$ cat config.mk
export PLATFORM = sky130hd
export DESIGN_NAME = xfer_dma
export DESIGN_NICKNAME = d
export VERILOG_FILES = /design/src/rtl/dma_pkg.sv /design/src/rtl/dma_cfg_regs.sv /design/src/rtl/dma_fsm.sv /design/src/rtl/dma_datapath.sv /design/src/rtl/xfer_dma.sv
export SDC_FILE = /design/constraint.sdc
export NUM_CORES = 1
export LEC_CHECK = 0
export BUFFER_PORTS_ARGS = -buffer_cell sky130_fd_sc_hd__buf_2
export CAP_MARGIN = 20
export CELL_PAD_IN_SITES_DETAIL_PLACEMENT = 0
export CELL_PAD_IN_SITES_GLOBAL_PLACEMENT = 2
export CORE_AREA = 2 2 97 99
export CTS_CLUSTER_SIZE = 30
export DETAILED_ROUTE_END_ITERATION = 6
export DIE_AREA = 0 0 99 101
export HOLD_SLACK_MARGIN = 0.12
export PLACE_DENSITY_LB_ADDON = 0.08
export SLEW_MARGIN = 40
export SYNTH_ARGS = -nofsm -noshare
export SYNTH_HDL_FRONTEND = slang
export SYNTH_SLANG_ARGS = --single-unit
$ cat constraint.sdc
create_clock -name clk -period 2.3 [get_ports clk]
set_clock_uncertainty 0.1 [all_clocks]
set_input_delay 0.575 -clock clk [delete_from_list [all_inputs] [get_ports clk]]
set_output_delay 0.575 -clock clk [all_outputs]
set_load 0.005 [all_outputs]
$ cat src/rtl/dma_pkg.sv
package dma_pkg;
  typedef enum logic [2:0] {
    ST_IDLE,
    ST_ASK,
    ST_RD,
    ST_WR,
    ST_REL
  } dma_state_e;

  localparam logic [1:0] SEL_SRC  = 2'd0;
  localparam logic [1:0] SEL_DST  = 2'd1;
  localparam logic [1:0] SEL_CNT  = 2'd2;
  localparam logic [1:0] SEL_CTRL = 2'd3;
endpackage

$ cat src/rtl/dma_cfg_regs.sv
module dma_cfg_regs
  import dma_pkg::*;
#(
  parameter int AW = 8
) (
  input  logic          clk,
  input  logic          rst_ni,
  input  logic          cfg_we,
  input  logic [1:0]    cfg_sel,
  input  logic [AW-1:0] cfg_wdata,
  input  logic          done_set,
  output logic [AW-1:0] src_q,
  output logic [AW-1:0] dst_q,
  output logic [AW-1:0] cnt_q,
  output logic          blk_q,
  output logic          done_q
);
  logic          src_en, dst_en, cnt_en, ctl_en;
  logic          done_d;

  always_comb begin
    src_en = cfg_we && (cfg_sel == SEL_SRC);
    dst_en = cfg_we && (cfg_sel == SEL_DST);
    cnt_en = cfg_we && (cfg_sel == SEL_CNT);
    ctl_en = cfg_we && (cfg_sel == SEL_CTRL);
    done_d = done_q;
    if (ctl_en)   done_d = 1'b0;
    if (done_set) done_d = 1'b1;
  end

  always_ff @(posedge clk or negedge rst_ni) begin
    if (!rst_ni) begin
      src_q  <= '0;
      dst_q  <= '0;
      cnt_q  <= '0;
      blk_q  <= 1'b0;
      done_q <= 1'b0;
    end else begin
      if (src_en) src_q <= cfg_wdata;
      if (dst_en) dst_q <= cfg_wdata;
      if (cnt_en) cnt_q <= cfg_wdata;
      if (ctl_en) blk_q <= cfg_wdata[0];
      done_q <= done_d;
    end
  end
endmodule

$ cat src/rtl/dma_fsm.sv
module dma_fsm
  import dma_pkg::*;
(
  input  logic       clk,
  input  logic       rst_ni,
  input  logic       per_req,
  input  logic       bus_gnt,
  input  logic       blk_mode,
  input  logic       last_word,
  output dma_state_e state_q,
  output logic       load,
  output logic       rd_cap,
  output logic       step,
  output logic       done_set,
  output logic       req_o,
  output logic       ack_o
);
  dma_state_e state_d;

  always_comb begin
    state_d  = state_q;
    load     = 1'b0;
    rd_cap   = 1'b0;
    step     = 1'b0;
    done_set = 1'b0;
    unique case (state_q)
      ST_IDLE: if (per_req) state_d = ST_ASK;
      ST_ASK: begin
        if (bus_gnt) begin
          load    = 1'b1;
          state_d = ST_RD;
        end
      end
      ST_RD: begin
        if (bus_gnt) begin
          rd_cap  = 1'b1;
          state_d = ST_WR;
        end
      end
      ST_WR: begin
        if (bus_gnt) begin
          if (blk_mode && !last_word) begin
            step    = 1'b1;
            state_d = ST_RD;
          end else begin
            done_set = blk_mode;
            state_d  = ST_REL;
          end
        end
      end
      ST_REL: if (!bus_gnt && !per_req) state_d = ST_IDLE;
      default: state_d = ST_IDLE;
    endcase
  end

  always_ff @(posedge clk or negedge rst_ni) begin
    if (!rst_ni) state_q <= ST_IDLE;
    else         state_q <= state_d;
  end

  assign req_o = (state_q == ST_ASK) || (state_q == ST_RD) || (state_q == ST_WR);
  assign ack_o = (state_q == ST_RD) || (state_q == ST_WR);
endmodule

$ cat src/rtl/dma_datapath.sv
module dma_datapath #(
  parameter int AW = 8,
  parameter int DW = 8
) (
  input  logic          clk,
  input  logic          rst_ni,
  input  logic          load,
  input  logic          rd_cap,
  input  logic          step,
  input  logic [AW-1:0] src_cfg,
  input  logic [AW-1:0] dst_cfg,
  input  logic [AW-1:0] cnt_cfg,
  input  logic [DW-1:0] rdata,
  output logic [AW-1:0] cur_src,
  output logic [AW-1:0] cur_dst,
  output logic [DW-1:0] hold_data,
  output logic          last_word
);
  localparam logic [AW-1:0] ONE = AW'(1);

  logic [AW-1:0] remain_q;

  always_ff @(posedge clk or negedge rst_ni) begin
    if (!rst_ni) begin
      cur_src   <= '0;
      cur_dst   <= '0;
      remain_q  <= '0;
      hold_data <= '0;
    end else begin
      if (load) begin
        cur_src  <= src_cfg;
        cur_dst  <= dst_cfg;
        remain_q <= cnt_cfg;
      end else if (step) begin
        cur_dst  <= cur_dst + ONE;
        remain_q <= remain_q - ONE;
      end
      if (rd_cap) hold_data <= rdata;
    end
  end

  assign last_word = (remain_q <= ONE);
endmodule

$ cat src/rtl/xfer_dma.sv
module xfer_dma
  import dma_pkg::*;
#(
  parameter int AW = 8,
  parameter int DW = 8
) (
  input  logic          clk,
  input  logic          rst_n,
  input  logic          cfg_we,
  input  logic [1:0]    cfg_sel,
  input  logic [AW-1:0] cfg_wdata,
  output logic          done,
  input  logic          per_req,
  output logic          per_ack,
  output logic          bus_req,
  input  logic          bus_gnt,
  output logic          bus_oe,
  output logic          bus_stb,
  output logic          bus_we,
  output logic [AW-1:0] bus_addr,
  output logic [DW-1:0] bus_wdata,
  input  logic [DW-1:0] bus_rdata
);
  logic [1:0]    rst_sync_q;
  logic          rst_i;
  logic [AW-1:0] src_q, dst_q, cnt_q, cur_src, cur_dst;
  logic [DW-1:0] hold_data;
  logic          blk_q, done_set, load, rd_cap, step, last_word;
  dma_state_e    state_q;
  logic          in_rd, in_wr;

  always_ff @(posedge clk or negedge rst_n) begin
    if (!rst_n) rst_sync_q <= 2'b00;
    else        rst_sync_q <= {rst_sync_q[0], 1'b1};
  end
  assign rst_i = rst_sync_q[1];

  dma_cfg_regs #(.AW(AW)) u_cfg (
    .clk(clk), .rst_ni(rst_i), .cfg_we(cfg_we), .cfg_sel(cfg_sel),
    .cfg_wdata(cfg_wdata), .done_set(done_set), .src_q(src_q),
    .dst_q(dst_q), .cnt_q(cnt_q), .blk_q(blk_q), .done_q(done)
  );

  dma_fsm u_fsm (
    .clk(clk), .rst_ni(rst_i), .per_req(per_req), .bus_gnt(bus_gnt),
    .blk_mode(blk_q), .last_word(last_word), .state_q(state_q),
    .load(load), .rd_cap(rd_cap), .step(step), .done_set(done_set),
    .req_o(bus_req), .ack_o(per_ack)
  );

  dma_datapath #(.AW(AW), .DW(DW)) u_dp (
    .clk(clk), .rst_ni(rst_i), .load(load), .rd_cap(rd_cap), .step(step),
    .src_cfg(src_q), .dst_cfg(dst_q), .cnt_cfg(cnt_q), .rdata(bus_rdata),
    .cur_src(cur_src), .cur_dst(cur_dst), .hold_data(hold_data),
    .last_word(last_word)
  );

  assign in_rd = (state_q == ST_RD);
  assign in_wr = (state_q == ST_WR);

  always_comb begin
    bus_oe    = bus_gnt && (in_rd || in_wr);
    bus_stb   = bus_oe;
    bus_we    = bus_oe && in_wr;
    bus_addr  = '0;
    bus_wdata = '0;
    if (bus_oe) bus_addr = in_wr ? cur_dst : cur_src;
    if (bus_we) bus_wdata = hold_data;
  end
endmodule

==> results of run 1 <==
[final timing paths]
check	from	endpoint	slack, ns	cells past startpoint
max	u_fsm.state_q[2]$_DFFE_PN0P_	bus_wdata[4]	0.07	5
min	rst_sync_q[1]$_DFF_PN0_	u_cfg.src_q[6]$_DFFE_PN0P_	0.17	1
max reg2reg	u_dp.remain_q[4]$_DFFE_PN0P_	u_dp.remain_q[0]$_DFFE_PN0P_	0.14	4
min reg2reg	rst_sync_q[1]$_DFF_PN0_	u_cfg.src_q[6]$_DFFE_PN0P_	0.17	1
max in group asynchronous	rst_n	rst_sync_q[1]$_DFF_PN0_	1.56	2
min in group clk	rst_sync_q[0]$_DFF_PN0_	rst_sync_q[1]$_DFF_PN0_	0.25	0
[per-layer routing]
layer  track usage  up-vias  part of all wire
met5             0        -                 0
li1              -     1119                 -
met1        0.2070     1082              0.47
met3       0.03121       11             0.033
met4       0.06322        0             0.014
met2        0.2557       40              0.48
[area by class of cell]
type                    instances  area share
multi-input cells             196      0.3766
repair buffers                 63      0.1037
clock buffers                  12     0.03907
well taps                     111     0.03739
inverters                       6    0.006063
clock inverters                 4     0.01213
flip-flops and latches         63      0.4251
[cell usage in the layout, fill, tap and decap left out, types with 4 or more instances in the layout]
cell      count
nand3_1       9
a211oi_1      4
mux2i_1       6
mux2_2       33
buf_2        44
buf_4        15
clkbuf_8     10
inv_1         6
and2_1       12
nor3_1        5
dfrtp_1      61
a221o_2       4
o211ai_1     13
nor2_1       17
nand2_1      47
[flip-flops by register name (all words and copies together) (netlist names)]
| signal | count |
|---|---|
| u_cfg.cnt_q | 8 |
| u_dp.cur_dst | 8 |
| rst_sync_q | 2 |
| u_cfg.src_q | 8 |
| u_dp.remain_q | 8 |
| u_dp.hold_data | 8 |
| u_cfg.dst_q | 8 |
| u_fsm.state_q | 3 |
| u_cfg.done_q | 1 |
| u_cfg.blk_q | 1 |
| u_dp.cur_src | 8 |
[worst reg2reg max path, stage by stage (launching register included)]
cell and delay [ns]:
dfrtp_1 0.43, or4_4 0.61, or4_4 0.53, a21oi_4 0.25, a221o_2 0.18
[through the flow]
| stage | setup slack, ns | util | setup TNS, ns |
|---|---|---|---|
| 2_1_floorplan | 0.1583 | - | 0 |
| 3_3_place_gp | 0.1741 | 0.3887 | 0 |
| 3_5_place_dp | 0.1479 | 0.3887 | 0 |
| 4_1_cts | 0.01822 | 0.4117 | 0 |
| 5_1_grt | -0.02227 | 0.4138 | -0.07903 |
| 6_report | 0.06640 | 0.4138 | 0 |
[timing repair]
action	in CTS	in global routing
cloned	0	0
pin swaps	0	0
gates resized for setup	2	6
setup endpoints to repair	7	14
hold buffers	1	0
endpoints found under the hold margin	2	0
[where the power goes]
group	switching (mW)	total (mW)	internal, mW	leakage (nW)
combinational	0.756	1.55	0.791	0.857
sequential	0.330	1.82	1.49	0.765
clock	0.428	0.953	0.526	0.100
total	1.51	4.32	2.80	1.72
[cell families after synthesis]
logic type               after synthesis
multiplexers                          40
AO/OA/AOI/OAI                         40
flip-flops                            63
other                                  1
adder cells (fa/ha/maj)                3
AND/OR/NAND/NOR                      112
buffers and inverters                 20
==> impl_metrics.ini, run 1 <==
[cells_and_area]
fill_cells = 879
stdcell_count = 455
diodes = 0
syn2layout_area_growth_pct = 21.78
final_cell_area_sq_um = 3715
multi_input_area_sq_um = 1399
nNetsFinal = 365
drive_above_1_share = 0.3692
ff_latch_area_sq_um = 1579

[critical_path]
path_class = reg2out
cpLargestDelayFamily = buffers and inverters
slowest_stage = dfrtp_1
crit_path_end_kind = output pin
critical_path_arrival_ns = 1.56
worstPathRequired_ns = 1.62
cp_max_fo = 13
max_stage_delay_ns = 0.41
start_kind = flop
worstPathCellList = buf_4 > and4b_1 > buf_6 > and2_1 > buf_2
path_buf_inv = 3

[drt]
wl_per_cell_um = 15.85
dr.pass1.iters = 4
viasPerCell = 4.949
vias = 2252
antenna_left = 0
drc = 0
drt_iter0_drc = 76
drt_wl_total_mm = 7.211

[synthesis]
synth_top_family_by_area = simple AND/OR/NAND/NOR gates
synth_ff_type = dfrtp_1
ys_top_cells_by_area = dfrtp_1 52%, mux2_2 12%, nand2_1 6.0%
syn_area_per_cell_sq_um = 10.93
netlist_area_sq_um = 3050
synthDistinctLibCells = 44
synth_area_leader_cell = dfrtp_1
ys.warnings.count = 0
synthesis.nets = 305
synth_compound_area_frac = 0.1079
synthCells = 279
ys_seq_elements = 63
muxShareOfSynthArea = 0.1448
synth-seq-area-share = 0.5168
synth.most_common_cell = dfrtp_1
synthArstFlopShare = 1.000
synth_common_cells = 63 x dfrtp_1, 49 x nand2_1, 33 x mux2_2, 17 x nor2_1, 13 x o211ai_1
synth_edf_count = 0
synth_top_area_frac = 0.5168
synth-simple-area-share = 0.1821
synthXorXnorAreaFrac = 0
synthAdderAreaFrac = 0.01231

[sta]
rsz0062_at_grt = yes
fmax_ghz = 0.4477
finalMaxSlewViolations = 0
finalCritPeriodShare = 0.9711
finalSetupViolCount = 0
worst_slew_pin_slew_ns = 0.4998
slew_headroom = 0.6659
post-route-min-period_ns = 2.234
holdWs_ns = 0.1746
hold_viol_final = 0

[floorplan]
placement_rows = 35
num_io_pins = 45
core_area_sq_um = 8977
start_util = 0.3398
die_y_um = 101
die_w_um = 99
die_area_sq_um = 9999

[cts]
cts_buffers = 9
clock_sinks = 63
post-cts-setup-buffers = 0
clkTransAtPathRegs_ns = 0.07
cts_tree = done
clock_latency_ns = 0.34
cts_buffer_depth = 2
root_buffer = clkbuf_8
cts.htree.levels = 3

[global_route]
grt_pass1_wl_mm = 11.98
grt_overflow = 0
antenna_found_initial = 0
grt_max_degree = 62
grt_usage = 0.1574
grt_pass1_vias = 2270

[placement]
place_inst = 438
io_buffers = 44
placed_cell_area_sq_um = 3490
routabilityCongestion = 0.7316
dp_hpwl_mm = 5.056

[power_and_ir_drop]
pwr_density_cell_nw_per_um2 = 1163
cellLeakagePower_nw = 1.722
power.total_mw = 4.319
ir_drop_mv = 0.3481

[flow_run]
cap_violations = 0

[status]
status = complete, no violations

[min_path]
hp-class = reg2async
Power figures use the tool's default switching activity.
==> run 2, diff against run 1 <==
- BUFFER_PORTS_ARGS: -buffer_cell sky130_fd_sc_hd__buf_2 -> default
- DONT_BUFFER_PORTS: default -> 1
- clock period: 2.3 -> 2.5 ns (I/O delays scaled with it)
==> run 2 against run 1 <==
Total power decreased by 10%. Sequential power decreased by 6%. Cell area decreased by 6.3%. Utilization decreased by 2.6 points. Clock power decreased by 3.0%. Die area unchanged. Register-to-register slack improved by 0.16 ns. Cell count decreased by 9.9%. Highest routed layer unchanged. Critical path depth decreased by 2. Sequential cell count unchanged. Combinational power decreased by 19%.
==> impl_metrics.ini, run 2 (synthesized netlist as in run 1, its figures left out) <==
[cts]
cts_buffers = 9
clkTransAtPathRegs_ns = 0.07
post-cts-setup-buffers = 0
clock_latency_ns = 0.34
cts_buffer_depth = 2
root_buffer = clkbuf_8
cts_tree = done
clock_sinks = 63
cts.htree.levels = 3

[cells_and_area]
final_cell_mix = 61 x dfrtp_1, 47 x nand2_1, 33 x mux2_2
final_cell_area_sq_um = 3482
drive_above_1_share = 0.2676
syn2layout_area_growth_pct = 14.15
stdcell_count = 410
final_common_cell = dfrtp_1
multi_input_area_sq_um = 1390
ff_latch_area_sq_um = 1579
diodes = 0
nNetsFinal = 320
final_util = 0.3879
fill_cells = 899

[placement]
io_buffers = 0
place_ws_ns = 0.3078
placed_cell_area_sq_um = 3234
place_inst = 391
routabilityCongestion = 0.7240
dp_hpwl_mm = 5.363

[drt]
wl_met3_um = 390
viasPerCell = 5.173
m1WireLength_mm = 3.423
vias = 2121
drc = 0
wl_per_cell_um = 18.28
dr.pass1.iters = 4
drt_iter0_drc = 101
wl_met2_mm = 3.571
top_layer = met4
drt_wl_total_mm = 7.496
antenna_left = 0

[status]
status = complete, no violations

[power_and_ir_drop]
power.total_mw = 3.880
pwr_density_cell_nw_per_um2 = 1114
cellLeakagePower_nw = 1.517
ir_drop_mv = 0.3062

[floorplan]
die_area_sq_um = 9999
die_y_um = 101
start_util = 0.3398
placement_rows = 35
num_io_pins = 45
die_w_um = 99
core_area_sq_um = 8977

[global_route]
grt_usage = 0.1659
grt_pass1_vias = 2234
grt_pass1_wl_mm = 12.32
grt_max_degree = 25
antenna_found_initial = 0
grt_overflow = 0

[critical_path]
worstPathCellList = and4b_1 > buf_4 > and2_1
slowest_stage = dfrtp_1
path_class = reg2out
cpLargestDelayFamily = simple AND/OR/NAND/NOR gates
path_buf_inv = 1
worstPathRequired_ns = 1.77
start_kind = flop
cp_max_fo = 10
crit_path_end_kind = output pin
critical_path_arrival_ns = 1.63
max_stage_delay_ns = 0.49

[sta]
holdWs_ns = 0.2076
tns_ns = 0
finalCritPeriodShare = 0.9413
fmax_ghz = 0.4249
worst_slew_pin_slew_ns = 0.6205
hold_viol_final = 0
finalMaxSlewViolations = 0
setup_ws_ns = 0.1468
slew_headroom = 0.5851
rsz0062_at_grt = no
finalSetupViolCount = 0
post-route-min-period_ns = 2.353

[min_path]
hp-class = reg2async

[flow_run]
cap_violations = 0
[run 2: changes by cell type in the layout (fill, tap and decap cells not counted), moves of 2 or more]
cell and delta:
buf_6 -2, buf_2 -44, clkbuf_8 +2, dlygate4sd3_1 +2
[run 2: what timing repair did]
item | CTS | global route
endpoints found under the setup margin | 0 | 16
endpoints found under the hold margin | 12 | 0
hold buffers | 3 | 0
gates resized for setup | 0 | 4
[run 2: worst register-to-register path, stage by stage (launching register included)]
cell and delay, ns:
dfrtp_1 0.43, or4_4 0.61, or4_4 0.54, a21oi_4 0.28
a221o_2 0.19
[run 2: cell type report]
type	count	area share
multi-input cells	196	0.3992
flip-flops and latches	63	0.4535
well taps	111	0.03988
clock inverters	3	0.01150
clock buffers	13	0.04851
repair buffers	18	0.04096
inverters	6	0.006468
[run 2: per-layer routing]
metal  global-route usage  vias up
met4              0.06955        0
li1                     -     1024
met5                    0        -
met1               0.2164     1045
met3              0.03537        9
met2               0.2682       43
[run 2: report_power, final]
part | internal (mW) | switching [mW]
registers | 1.37 | 0.337
clock network | 0.539 | 0.385
logic | 0.611 | 0.639
total | 2.52 | 1.36
[run 2: final timing paths]
kind | start | endpoint | slack [ns] | depth (start not counted)
worst max register to register | u_dp.remain_q[4]$_DFFE_PN0P_ | u_dp.remain_q[0]$_DFFE_PN0P_ | 0.30 | 4
worst max-delay path | u_fsm.state_q[2]$_DFFE_PN0P_ | bus_wdata[2] | 0.15 | 3
max in group asynchronous | rst_sync_q[1]$_DFF_PN0_ | u_dp.cur_src[0]$_DFFE_PN0P_ | 1.25 | 1
worst min-delay path | rst_sync_q[1]$_DFF_PN0_ | u_cfg.done_q$_DFFE_PN0P_ | 0.21 | 1
min in group clk | rst_sync_q[0]$_DFF_PN0_ | rst_sync_q[1]$_DFF_PN0_ | 0.26 | 0
worst min register to register | rst_sync_q[1]$_DFF_PN0_ | u_cfg.done_q$_DFFE_PN0P_ | 0.21 | 1
==> run 3, diff against run 2 <==
- CORE_AREA: 2 2 97 99 -> 2 2 104 106
- DIE_AREA: 0 0 99 101 -> 0 0 106 108
==> run 3 against run 2 <==
Cell area is 0.47% higher. Critical path depth unchanged. Sequential power about the same. Register-to-register slack is essentially flat. Largest power group unchanged.
==> impl_metrics.ini, run 3 (synthesized netlist as in run 1, its figures left out) <==
[global_route]
grt_overflow = 0
grt_usage = 0.1424
grt_pass1_wl_mm = 12.23
grt_pass1_vias = 2185
antenna_found_initial = 0
grt_max_degree = 35

[cts]
clkTransAtPathRegs_ns = 0.08
clock_sinks = 63
cts.htree.levels = 3
root_buffer = clkbuf_8
clock_latency_ns = 0.34
cts_tree = done
cts_buffers = 9
cts_buffer_depth = 2

[power_and_ir_drop]
power.total_mw = 3.945
sw_frac_of_total = 0.3525
cellLeakagePower_nw = 1.504
combPwrFrac = 0.313
ir_drop_mv = 0.3082
p_switching_mw = 1.391
internal_power_mw = 2.554
p_clk_frac = 0.256
pwr_density_cell_nw_per_um2 = 1128
pwr-share-seq = 0.431

[cells_and_area]
multi_input_area_sq_um = 1385
fill_cells = 1055
drive_above_1_share = 0.2542
final_common_cell = dfrtp_1
final_cell_mix = 62 x dfrtp_1, 48 x nand2_1, 33 x mux2_2
syn2layout_area_growth_pct = 14.68
diodes = 0
ff_latch_area_sq_um = 1578
final_util = 0.3419
nNetsFinal = 316

[sta]
setup_ws_ns = 0.1292
finalMaxSlewViolations = 0
hold_viol_final = 0
finalCritPeriodShare = 0.9483
holdWs_ns = 0.2111
tns_ns = 0
worst_slew_pin_slew_ns = 0.6871
rsz0062_at_grt = no
fmax_ghz = 0.4218
finalSetupViolCount = 0
slew_headroom = 0.5420
post-route-min-period_ns = 2.371

[critical_path]
max_stage_delay_ns = 0.57
cp_max_fo = 11
slowest_stage = dfrtp_1
critical_path_arrival_ns = 1.65
start_kind = flop
path_class = reg2out
worstPathCellList = and4b_1 > buf_4 > and2_1
crit_path_end_kind = output pin
cpLargestDelayFamily = flip-flops
worstPathRequired_ns = 1.77
path_buf_inv = 1

[floorplan]
die_w_um = 106
core_area_sq_um = 10230
placement_rows = 37
start_util = 0.2982
die_y_um = 108
num_io_pins = 45
die_area_sq_um = 11450

[drt]
viasPerCell = 4.944
antenna_left = 0
vias = 2131
drc = 0
drt_wl_total_mm = 7.634
wl_per_cell_um = 17.71
drt_iter0_drc = 107
dr.pass1.iters = 4

[placement]
dp_hpwl_mm = 5.531
routabilityCongestion = 0.7496
io_buffers = 0
place_ws_ns = 0.3265

[status]
status = complete, no violations

[min_path]
hp-class = reg2async

[flow_run]
cap_violations = 0
[run 3: cell type report]
type | instances | area share
timing repair buffer | 14 | 0.03433
inverter | 6 | 0.006438
multi-input combinational | 196 | 0.3959
tap | 136 | 0.04864
clock buffer | 11 | 0.04041
clock inverter | 5 | 0.02325
sequential | 63 | 0.4510
[run 3: final timing paths]
kind / from / endpoint / slack [ns] / cells after the start
max: u_fsm.state_q[0]$_DFFE_PN0P_ / bus_wdata[1] / 0.13 / 3
min: rst_sync_q[1]$_DFF_PN0_ / u_dp.remain_q[4]$_DFFE_PN0P_ / 0.21 / 0
max reg2reg: u_dp.remain_q[3]$_DFFE_PN0P_ / u_dp.remain_q[0]$_DFFE_PN0P_ / 0.31 / 4
min reg2reg: rst_sync_q[1]$_DFF_PN0_ / u_dp.remain_q[4]$_DFFE_PN0P_ / 0.21 / 0
max in group asynchronous: rst_sync_q[1]$_DFF_PN0_ / u_dp.cur_dst[5]$_DFFE_PN0P_ / 1.46 / 1
min in group clk: rst_sync_q[0]$_DFF_PN0_ / rst_sync_q[1]$_DFF_PN0_ / 0.25 / 0
[run 3: per-layer routing]
layer  wire [um]  GRT usage
met5           0          0
met3         345    0.03074
met4          68    0.05357
met1        3738     0.1964
met2        3482     0.2203
[run 3: timing repair]
item | in CTS | in global routing
setup endpoints to repair | 0 | 7
resized for setup | 0 | 1
setup buffers | 0 | 0
endpoints found under the hold margin | 2 | 0
hold buffers | 1 | 0
[run 3: power groups by stage]
stage	Clock, mW	Sequential [mW]	Combinational (mW)
5_1_grt	1.09	1.76	1.40
3_3_place_gp	0	1.71	1.24
6_report	1.01	1.70	1.23
4_1_cts	1.05	1.70	1.26
2_1_floorplan	0	1.60	1.02
3_5_place_dp	0	1.72	1.26
[run 3: per-stage QoR]
step	instance area [sq um]	cells
floorplan	3050	279
global placement	3263	414
detailed placement	3263	414
CTS	3496	431
global route	3498	431
finish	3498	431
